[config.mk]
export PLATFORM = sky130hd
export DESIGN_NAME = a429_word_tx
export DESIGN_NICKNAME = d
export VERILOG_FILES = /design/src/rtl/a429_tx_pkg.sv /design/src/rtl/a429_tx_dpath.sv /design/src/rtl/a429_tx_ctrl.sv /design/src/rtl/a429_word_tx.sv
export SDC_FILE = /design/constraint.sdc
export NUM_CORES = 1
export LEC_CHECK = 0
export BUFFER_PORTS_ARGS = -buffer_cell sky130_fd_sc_hd__buf_2
export CAP_MARGIN = 20
export CORE_MARGIN = 4
export CORE_UTILIZATION = 35
export DETAILED_ROUTE_END_ITERATION = 12
export SLEW_MARGIN = 20
export SYNTH_ARGS = -nofsm -noshare
export SYNTH_HDL_FRONTEND = slang
export SYNTH_SLANG_ARGS = --single-unit
[constraint.sdc]
create_clock -name clk -period 2.8 [get_ports clk]
set_clock_uncertainty 0.1 [all_clocks]
set_input_delay 0.28 -clock clk [delete_from_list [all_inputs] [get_ports clk]]
set_output_delay 0.28 -clock clk [all_outputs]
set_load 0.01 [all_outputs]
[src/rtl/a429_tx_pkg.sv]
package a429_tx_pkg;
  localparam int WORD_BITS      = 32;
  localparam int BYTE_BITS      = 8;
  localparam int BYTES_PER_WORD = WORD_BITS / BYTE_BITS;
  localparam int CLKS_PER_BIT   = 4;   // power of two
  localparam int GAP_BITS       = 4;
  localparam int GAP_CLKS       = GAP_BITS * CLKS_PER_BIT;
  localparam int WORD_CLKS      = WORD_BITS * CLKS_PER_BIT;
  localparam int BIT_IDX_W      = $clog2(WORD_BITS);
  localparam int BYTE_IDX_W     = $clog2(BYTE_BITS);
  localparam int BYTE_SEL_W     = $clog2(BYTES_PER_WORD);
  localparam int PHASE_W        = $clog2(CLKS_PER_BIT);
  localparam int LOAD_W         = $clog2(BYTES_PER_WORD + 1);
  localparam int GAP_W          = $clog2(GAP_CLKS + 1);
  localparam int RUN_W          = $clog2(WORD_CLKS + 1);
  localparam int CTRL_W         = 4;
  localparam int STAT_W         = 8;

  localparam int CTL_EN   = 0;
  localparam int CTL_BYTE = 1;
  localparam int CTL_PAR  = 2;
  localparam int CTL_LOOP = 3;
  localparam logic [CTRL_W-1:0] CTRL_DEFAULT = 4'b0011;

  typedef struct packed {
    logic                  loadWord;
    logic                  loadByte;
    logic [BYTE_SEL_W-1:0] byteSel;
    logic                  active;
    logic [BIT_IDX_W-1:0]  bitIdx;
    logic                  pulseHalf;
    logic                  parityEn;
    logic                  loopback;
  } dpStrobe_t;
endpackage

[src/rtl/a429_tx_dpath.sv]
module a429_tx_dpath
  import a429_tx_pkg::*;
(
  input  logic                 clk,
  input  logic                 masterRst,
  input  dpStrobe_t            st,
  input  logic [WORD_BITS-1:0] dataIn,
  output logic                 railZero,
  output logic                 railOne,
  output logic                 loopZero,
  output logic                 loopOne
);
  logic [WORD_BITS-1:0] wordBuf;
  logic parityBit, curBit, drive;

  // Byte lanes: a full-word load fills all lanes, a byte load fills one.
  always_ff @(posedge clk) begin
    if (masterRst) begin
      wordBuf <= '0;
    end else begin
      for (int lane = 0; lane < BYTES_PER_WORD; lane++) begin
        if (st.loadWord)
          wordBuf[lane*BYTE_BITS +: BYTE_BITS] <= dataIn[lane*BYTE_BITS +: BYTE_BITS];
        else if (st.loadByte && st.byteSel == BYTE_SEL_W'(lane))
          wordBuf[lane*BYTE_BITS +: BYTE_BITS] <= dataIn[BYTE_BITS-1:0];
      end
    end
  end

  // Odd parity over the first WORD_BITS-1 bits fills the last position.
  assign parityBit = ~^wordBuf[WORD_BITS-2:0];
  assign curBit = (st.parityEn && st.bitIdx == BIT_IDX_W'(WORD_BITS-1))
                  ? parityBit : wordBuf[st.bitIdx];
  assign drive  = st.active && st.pulseHalf;

  assign railOne  = drive && !st.loopback &&  curBit;
  assign railZero = drive && !st.loopback && !curBit;
  assign loopOne  = drive &&  st.loopback &&  curBit;
  assign loopZero = drive &&  st.loopback && !curBit;

  // a rail pair never carries both levels at once
  a_r2_pair_exclusive: assert property (@(posedge clk) disable iff (masterRst)
    !(railZero && railOne) && !(loopZero && loopOne));

  // second half of every bit cell is null on all rails
  a_r2_null_half: assert property (@(posedge clk) disable iff (masterRst)
    !st.pulseHalf |-> !(railZero || railOne || loopZero || loopOne));

  // loopback keeps the external rails quiet
  a_r9_loop_quiet: assert property (@(posedge clk) disable iff (masterRst)
    st.loopback |-> !(railZero || railOne));
endmodule

[src/rtl/a429_tx_ctrl.sv]
module a429_tx_ctrl
  import a429_tx_pkg::*;
(
  input  logic              clk,
  input  logic              masterRst,
  input  logic              wrCtrl,
  input  logic [CTRL_W-1:0] ctrlIn,
  input  logic              wrData,
  input  logic              rdStatus,
  input  logic              sendHold,
  output dpStrobe_t         st,
  output logic              ready,
  output logic              lineIdle,
  output logic              errFlag,
  output logic [STAT_W-1:0] statusOut
);
  logic [CTRL_W-1:0]    ctrlReg;
  logic                 errPend;
  logic [LOAD_W-1:0]    loadCnt;
  logic                 active;
  logic [BIT_IDX_W-1:0] bitIdx;
  logic [PHASE_W-1:0]   phase;
  logic [GAP_W-1:0]     gapCnt;

  logic enable, byteMode, lastPhase, byteEnd, lastByte;
  logic underrun, wordEnd, wrAccept, bufReady, canStart;
  logic [BYTE_SEL_W-1:0] byteNum;

  assign enable    = ctrlReg[CTL_EN];
  assign byteMode  = ctrlReg[CTL_BYTE];
  assign lastPhase = phase == PHASE_W'(CLKS_PER_BIT - 1);
  assign byteEnd   = bitIdx[BYTE_IDX_W-1:0] == {BYTE_IDX_W{1'b1}};
  assign byteNum   = bitIdx[BIT_IDX_W-1:BYTE_IDX_W];
  assign lastByte  = byteNum == BYTE_SEL_W'(BYTES_PER_WORD - 1);

  // The byte after the current one must be held by the end of its eighth bit.
  assign underrun  = active && lastPhase && byteMode && byteEnd && !lastByte &&
                     (LOAD_W'(byteNum) + LOAD_W'(2) > loadCnt);
  assign wordEnd   = active && lastPhase && bitIdx == BIT_IDX_W'(WORD_BITS - 1);

  assign bufReady  = byteMode ? (loadCnt < LOAD_W'(BYTES_PER_WORD))
                              : (loadCnt == '0);
  assign ready     = !errPend && bufReady;
  assign wrAccept  = wrData && ready;

  assign canStart  = !active && gapCnt == '0 && !errPend && enable && !sendHold &&
                     (byteMode ? (loadCnt != '0)
                               : (loadCnt == LOAD_W'(BYTES_PER_WORD)));

  always_ff @(posedge clk) begin
    if (masterRst) begin
      ctrlReg <= CTRL_DEFAULT;
      errPend <= 1'b0;
      loadCnt <= '0;
      active  <= 1'b0;
      bitIdx  <= '0;
      phase   <= '0;
      gapCnt  <= '0;
    end else begin
      if (wrCtrl) ctrlReg <= ctrlIn;

      if (underrun)      errPend <= 1'b1;
      else if (rdStatus) errPend <= 1'b0;

      if (underrun || wordEnd) loadCnt <= '0;
      else if (wrAccept)       loadCnt <= byteMode ? loadCnt + LOAD_W'(1)
                                                   : LOAD_W'(BYTES_PER_WORD);

      if (underrun || wordEnd) gapCnt <= GAP_W'(GAP_CLKS);
      else if (gapCnt != '0)   gapCnt <= gapCnt - GAP_W'(1);

      if (canStart) begin
        active <= 1'b1;
        bitIdx <= '0;
        phase  <= '0;
      end else if (active) begin
        if (underrun || wordEnd) begin
          active <= 1'b0;
          bitIdx <= '0;
          phase  <= '0;
        end else begin
          phase <= lastPhase ? '0 : phase + PHASE_W'(1);
          if (lastPhase) bitIdx <= bitIdx + BIT_IDX_W'(1);
        end
      end
    end
  end

  always_comb begin
    st           = '0;
    st.loadWord  = wrAccept && !byteMode;
    st.loadByte  = wrAccept && byteMode;
    st.byteSel   = loadCnt[BYTE_SEL_W-1:0];
    st.active    = active;
    st.bitIdx    = bitIdx;
    st.pulseHalf = phase < PHASE_W'(CLKS_PER_BIT / 2);
    st.parityEn  = ctrlReg[CTL_PAR];
    st.loopback  = ctrlReg[CTL_LOOP];
  end

  assign lineIdle  = !active;
  assign errFlag   = errPend;
  assign statusOut = {errPend, 4'b0000, !active, 1'b0, ready};

  // Checker state: cycles since word start, idle cycles since last word.
  logic [RUN_W-1:0] runCnt;
  logic [GAP_W-1:0] idleCnt;
  always_ff @(posedge clk) begin
    if (masterRst) begin
      runCnt  <= '0;
      idleCnt <= GAP_W'(GAP_CLKS);
    end else begin
      if (canStart)    runCnt <= '0;
      else if (active) runCnt <= runCnt + RUN_W'(1);
      if (active)                              idleCnt <= '0;
      else if (idleCnt < GAP_W'(GAP_CLKS))     idleCnt <= idleCnt + GAP_W'(1);
    end
  end

  // a completed word occupies exactly WORD_CLKS cycles
  a_r5_word_length: assert property (@(posedge clk) disable iff (masterRst)
    wordEnd |-> runCnt == RUN_W'(WORD_CLKS - 1));

  // a word starts only after a full null gap
  a_r6_min_gap: assert property (@(posedge clk) disable iff (masterRst)
    $rose(active) |-> $past(idleCnt) >= GAP_W'(GAP_CLKS));

  // disabled transmitter stays idle
  a_r7_enable_gate: assert property (@(posedge clk) disable iff (masterRst)
    !enable && !active |=> !active);

  // hold input keeps an idle line idle
  a_r8_hold_gate: assert property (@(posedge clk) disable iff (masterRst)
    sendHold && !active |=> !active);

  // raising the error ends the word on the same edge
  a_r11_abort: assert property (@(posedge clk) disable iff (masterRst)
    $rose(errPend) |-> !active);

  // a pending error blocks any start
  a_r12_err_blocks: assert property (@(posedge clk) disable iff (masterRst)
    errPend && !active |=> !active);
endmodule

[src/rtl/a429_word_tx.sv]
module a429_word_tx
  import a429_tx_pkg::*;
(
  input  logic                 clk,
  input  logic                 masterRst,
  input  logic                 wrCtrl,
  input  logic [CTRL_W-1:0]    ctrlIn,
  input  logic                 wrData,
  input  logic [WORD_BITS-1:0] dataIn,
  input  logic                 rdStatus,
  output logic [STAT_W-1:0]    statusOut,
  input  logic                 sendHold,
  output logic                 ready,
  output logic                 lineIdle,
  output logic                 errFlag,
  output logic                 railZero,
  output logic                 railOne,
  output logic                 loopZero,
  output logic                 loopOne
);
  dpStrobe_t st;

  a429_tx_ctrl uCtrl (
    .clk(clk), .masterRst(masterRst), .wrCtrl(wrCtrl), .ctrlIn(ctrlIn),
    .wrData(wrData), .rdStatus(rdStatus), .sendHold(sendHold), .st(st),
    .ready(ready), .lineIdle(lineIdle), .errFlag(errFlag), .statusOut(statusOut)
  );

  a429_tx_dpath uDpath (
    .clk(clk), .masterRst(masterRst), .st(st), .dataIn(dataIn),
    .railZero(railZero), .railOne(railOne), .loopZero(loopZero), .loopOne(loopOne)
  );
endmodule

==> results.md <==
- The via count of the first global-routing pass is 2443.
- Synthesis inferred 53 register bits.
- The largest individual stage delay along the critical path comes from the cell mux4_2.
- The count of pins over their slew limit is 0.
- The shortest period the worst path allows is 2.70 ns.
- Yosys mapped the design onto between 40 and 50 distinct sky130hd cell types.
- The initial DRC count is between 100 and 150.
- The number of max-capacitance violations reported is 0.
- The transition time of the tightest slew-check pin is between 0.6 and 0.7 ns.
- For this run, the total global-route usage over all layers was measured as 0.140.
- The number of buffers on the longest clock path is 2.
- The die extent in x is approximately 100 um.
- After clock tree synthesis, the clock-pin slew on the worst setup and hold paths is roughly 0.09 ns.
- The clock tree from TritonCTS is done.
- Counting stages on the worst path, the most repeated cell is mux4_2.
- The number of vias per cell after detailed routing is 5.12.
- The top achievable clock speed is approximately 370 MHz.
- The headroom to the max-slew limit is 0.543.
- The cell area power density is 563 mW/mm^2.
- The count of pins on the block boundary is 57.
- After technology mapping, the gate count stands at about 340.
- Of the total power, the share spent switching nets is 0.306.
- The analysis attributes to net switching a power of between 0.0006 and 0.0007 W.
- The final hold violation count was 0.
- Summing internal, switching and leakage power gives roughly 0.0021 W.
- The final layout contains routed wiring with a total length of roughly 7.6 mm.
- In this run the mean area of a mapped cell was 9.45 um^2.
- The worst ir drop on vdd is between 0.2 and 0.25 mV.
- The endpoint arrival time on the critical path is ~2.3 ns.
- The worst hold-check path type is primary input to flip-flop.
- The static leakage power is about 1.6 nW.
- The later pin in the worst-skew pair is clocked with a latency of around 0.30 ns.
- The number of antenna diodes in the final layout is 0.
- The pin count of the biggest net entering global routing is 26.
- The required time of the critical path is approximately 2.4 ns.
- The final period utilization is 0.964.
- The register area is ~0.0011 mm^2.
- The startpoint-to-endpoint class of the critical path is flip-flop to primary output.
- The relative area change from synthesis to final layout is 14.0%.
- In the final timing run, aggregate negative setup slack is 0 ns.
- The die extent in y is ~100 um.
- The family with the most delay on the worst path is multiplexers.
- On the worst path, the slowest cell contributes a delay of ~0.52 ns.
- The pre-antenna-repair detailed-routing pass consisted of 4 iterations.
- Together, buffers and inverters on the worst path number 1.
- The final layout contains 440 nets.
- The count of input and output buffers is 51.
- The signal on the critical path passes through mux4_2 -> mux4_2 -> and2_4 -> o31ai_1 -> a21oi_1 -> buf_2.
- The number of CTS-inserted buffers is 5.
- The starting density of the core is 0.364.
- The ratio of cells with drive above 1 in the final layout is 0.231.
- The launch point of the critical path is uCtrl.bitIdx[0].
- The count of non-filler cells in the finished layout is between 400 and 500.
- Setup violations remaining at the end of the flow were counted as 0.
- The cell internal power dissipation is 0.00143 W.
- Summing all multi-input logic gate instances after layout gives roughly 0.0020 mm^2.
- The sum of net half-perimeters after detailed placement is a little under 6 mm.
- The number of warnings reported in the yosys synthesis log is 0.
- The mapped netlist covers around 0.0032 mm^2.
- The cell sitting at the root of the clock tree is a clkbuf_8.
- The portion of total power attributed to combinational logic is 0.352.
- The fraction of registers with async set/reset is 0.
- The number of H-tree levels is 2.
- The power share of the clock group is 0.215.
- The number of fillers in the final layout is 884.
- After global routing the overflow that remains totals 0.
- Prior to clock tree synthesis, the placed netlist has a worst setup slack of 0.138 ns.
- The cell row count is 34.
- The number of placed instances, taps included, is approximately 480.
- The first global-routing pass estimated ~12 mm of wire.
- STA classifies the critical path startpoint as a flip-flop.
- The startpoint identified for the worst hold timing path is ctrlIn[1].
- The residual antenna-violating net count after detailed routing is 0.
- After detailed routing, the number of remaining DRC violations is 0.
- The sequential-to-total area share from yosys stat is 0.331.
- The initial antenna violation count is 0.
- The worst-path maximum fanout is 7.
- Dividing the detail-routed wire length by the instance count gives ~15 um.
- The detailed-route via count is around 2.5k.
- Counting every sink on the clock net gives 53.
- The final worst-path setup slack is between 0.1 and 0.15 ns.
- The sort of element at the end of the critical path is a primary output.
- After floorplanning, the core was sized to cover around 0.009 mm^2.
- The final weighted congestion in routability-driven placement is 0.855.
- The sequential fraction of design power is 0.434.
- The floorplan step defined a die boundary enclosing 0.0107 mm^2.
- The most used flip-flop cell after synthesis is dfxtp_1.
- The run finished with clean final reports.
- The final hold slack is between 0.08 and 0.09 ns.
- The total of hold buffers inserted after clock tree synthesis is 0.
- Yosys mapped a number of flops with a built-in enable equal to 0.
- In this run the critical register-to-register path is launched from uCtrl.loadCnt[0].
- Setup repair after global routing left no endpoint under its margin.
## layout by cell type, fill, tap and decap left out, types with 6 or more instances in the layout
| cell | n |
|---|---|
| buf_2 | 51 |
| dfxtp_1 | 49 |
| nor2_1 | 44 |
| mux2i_1 | 36 |
| a211oi_1 | 25 |
| xnor2_1 | 24 |
| nand2_1 | 15 |
| a21oi_1 | 15 |
| inv_1 | 14 |
| ha_1 | 12 |
| buf_4 | 12 |
| nor3_1 | 9 |
| clkbuf_8 | 6 |
## Yosys cell counts, types with 2 or more instances
cell | count | area [um^2]
nor2b_1 | 3 | 18.8
mux4_1 | 5 | 131
a211oi_1 | 25 | 188
clkbuf_1 | 14 | 52.6
buf_2 | 2 | 10.0
xor2_1 | 2 | 17.5
o21ai_0 | 3 | 15.0
and3_1 | 4 | 25.0
nand2b_1 | 2 | 12.5
nor3b_1 | 3 | 22.5
nor4_1 | 2 | 12.5
inv_1 | 14 | 52.6
nand4_1 | 5 | 31.3
or2_2 | 3 | 18.8
mux2i_1 | 36 | 360
buf_4 | 10 | 75.1
a211o_1 | 2 | 17.5
dfxtp_1 | 53 | 1060
nand3b_1 | 2 | 15.0
a21oi_1 | 15 | 75.1
ha_1 | 12 | 150
nor2_1 | 44 | 165
and2_1 | 2 | 12.5
xnor3_1 | 4 | 90.1
nand3_1 | 2 | 10.0
mux4_2 | 3 | 67.6
nand2_1 | 15 | 56.3
nor3_1 | 9 | 45.0
o31ai_1 | 2 | 15.0
nand4b_1 | 4 | 35.0
xnor2_1 | 24 | 210
## area by class of cell
type | count | share of cell area
repair buffers | 63 | 0.0946
flip-flops and latches | 53 | 0.293
clock inverters | 1 | 0.00206
inverters | 14 | 0.0144
clock buffers | 6 | 0.0226
multi-input cells | 249 | 0.537
well taps | 108 | 0.0370
## power by group through the flow
stage	sequential, W	clock (W)	combinational [W]
final	0.000891	0.000441	0.000723
after global routing	0.000900	0.000474	0.000797
after CTS	0.000891	0.000455	0.000716
after detailed placement	0.000909	0	0.000702
after global placement	0.000908	0	0.000704
after floorplan	0.000889	0	0.000571
## logic make-up after synthesis
family,Yosys count,synth area share
AO/OA/AOI/OAI,53,0.115
adder cells (fa/ha/maj),12,0.0469
flip-flops,53,0.331
XOR/XNOR,31,0.107
buffers and inverters,41,0.0629
multiplexers,45,0.178
AND/OR/NAND/NOR,103,0.158
other,1,0.00117
## per-stage QoR
stage	utilization	instance area (um^2)
6_report	0.415	3650
2_1_floorplan	-	3220
4_1_cts	0.413	3640
3_3_place_gp	0.401	3530
3_5_place_dp	0.401	3530
5_1_grt	0.415	3650
## final timing paths
check	cells past startpoint	endpoint	slack (ns)
min reg2reg	2	uCtrl.phase[1]	0.41
min	2	uCtrl.ctrlReg[1]	0.08
max reg2reg	8	uDpath.wordBuf[29]	0.50
max	6	railOne	0.10
## layer usage
layer,vias to the layer above,global-route usage,wire length (um)
met1,1172,0.195,3690
met5,-,0,0
met4,0,0.0418,96
li1,1297,-,-
met2,53,0.224,3470
met3,8,0.0236,336
## repair_timing
item	4_1_cts	5_1_grt
setup endpoints to repair	4	4
resized for setup	3	7
cloned	0	0
pin swaps	0	2
buffers inserted	2	1
## state kept, by name, summed over array words and instances, names as in the netlist
register and cells:
uCtrl.active 1, uCtrl.bitIdx 5, uCtrl.ctrlReg 4, uCtrl.errFlag 1, uCtrl.gapCnt 5, uCtrl.loadCnt 3, uCtrl.phase 2, uDpath.wordBuf 32
Note: power is estimated with default switching activity, not from simulation.
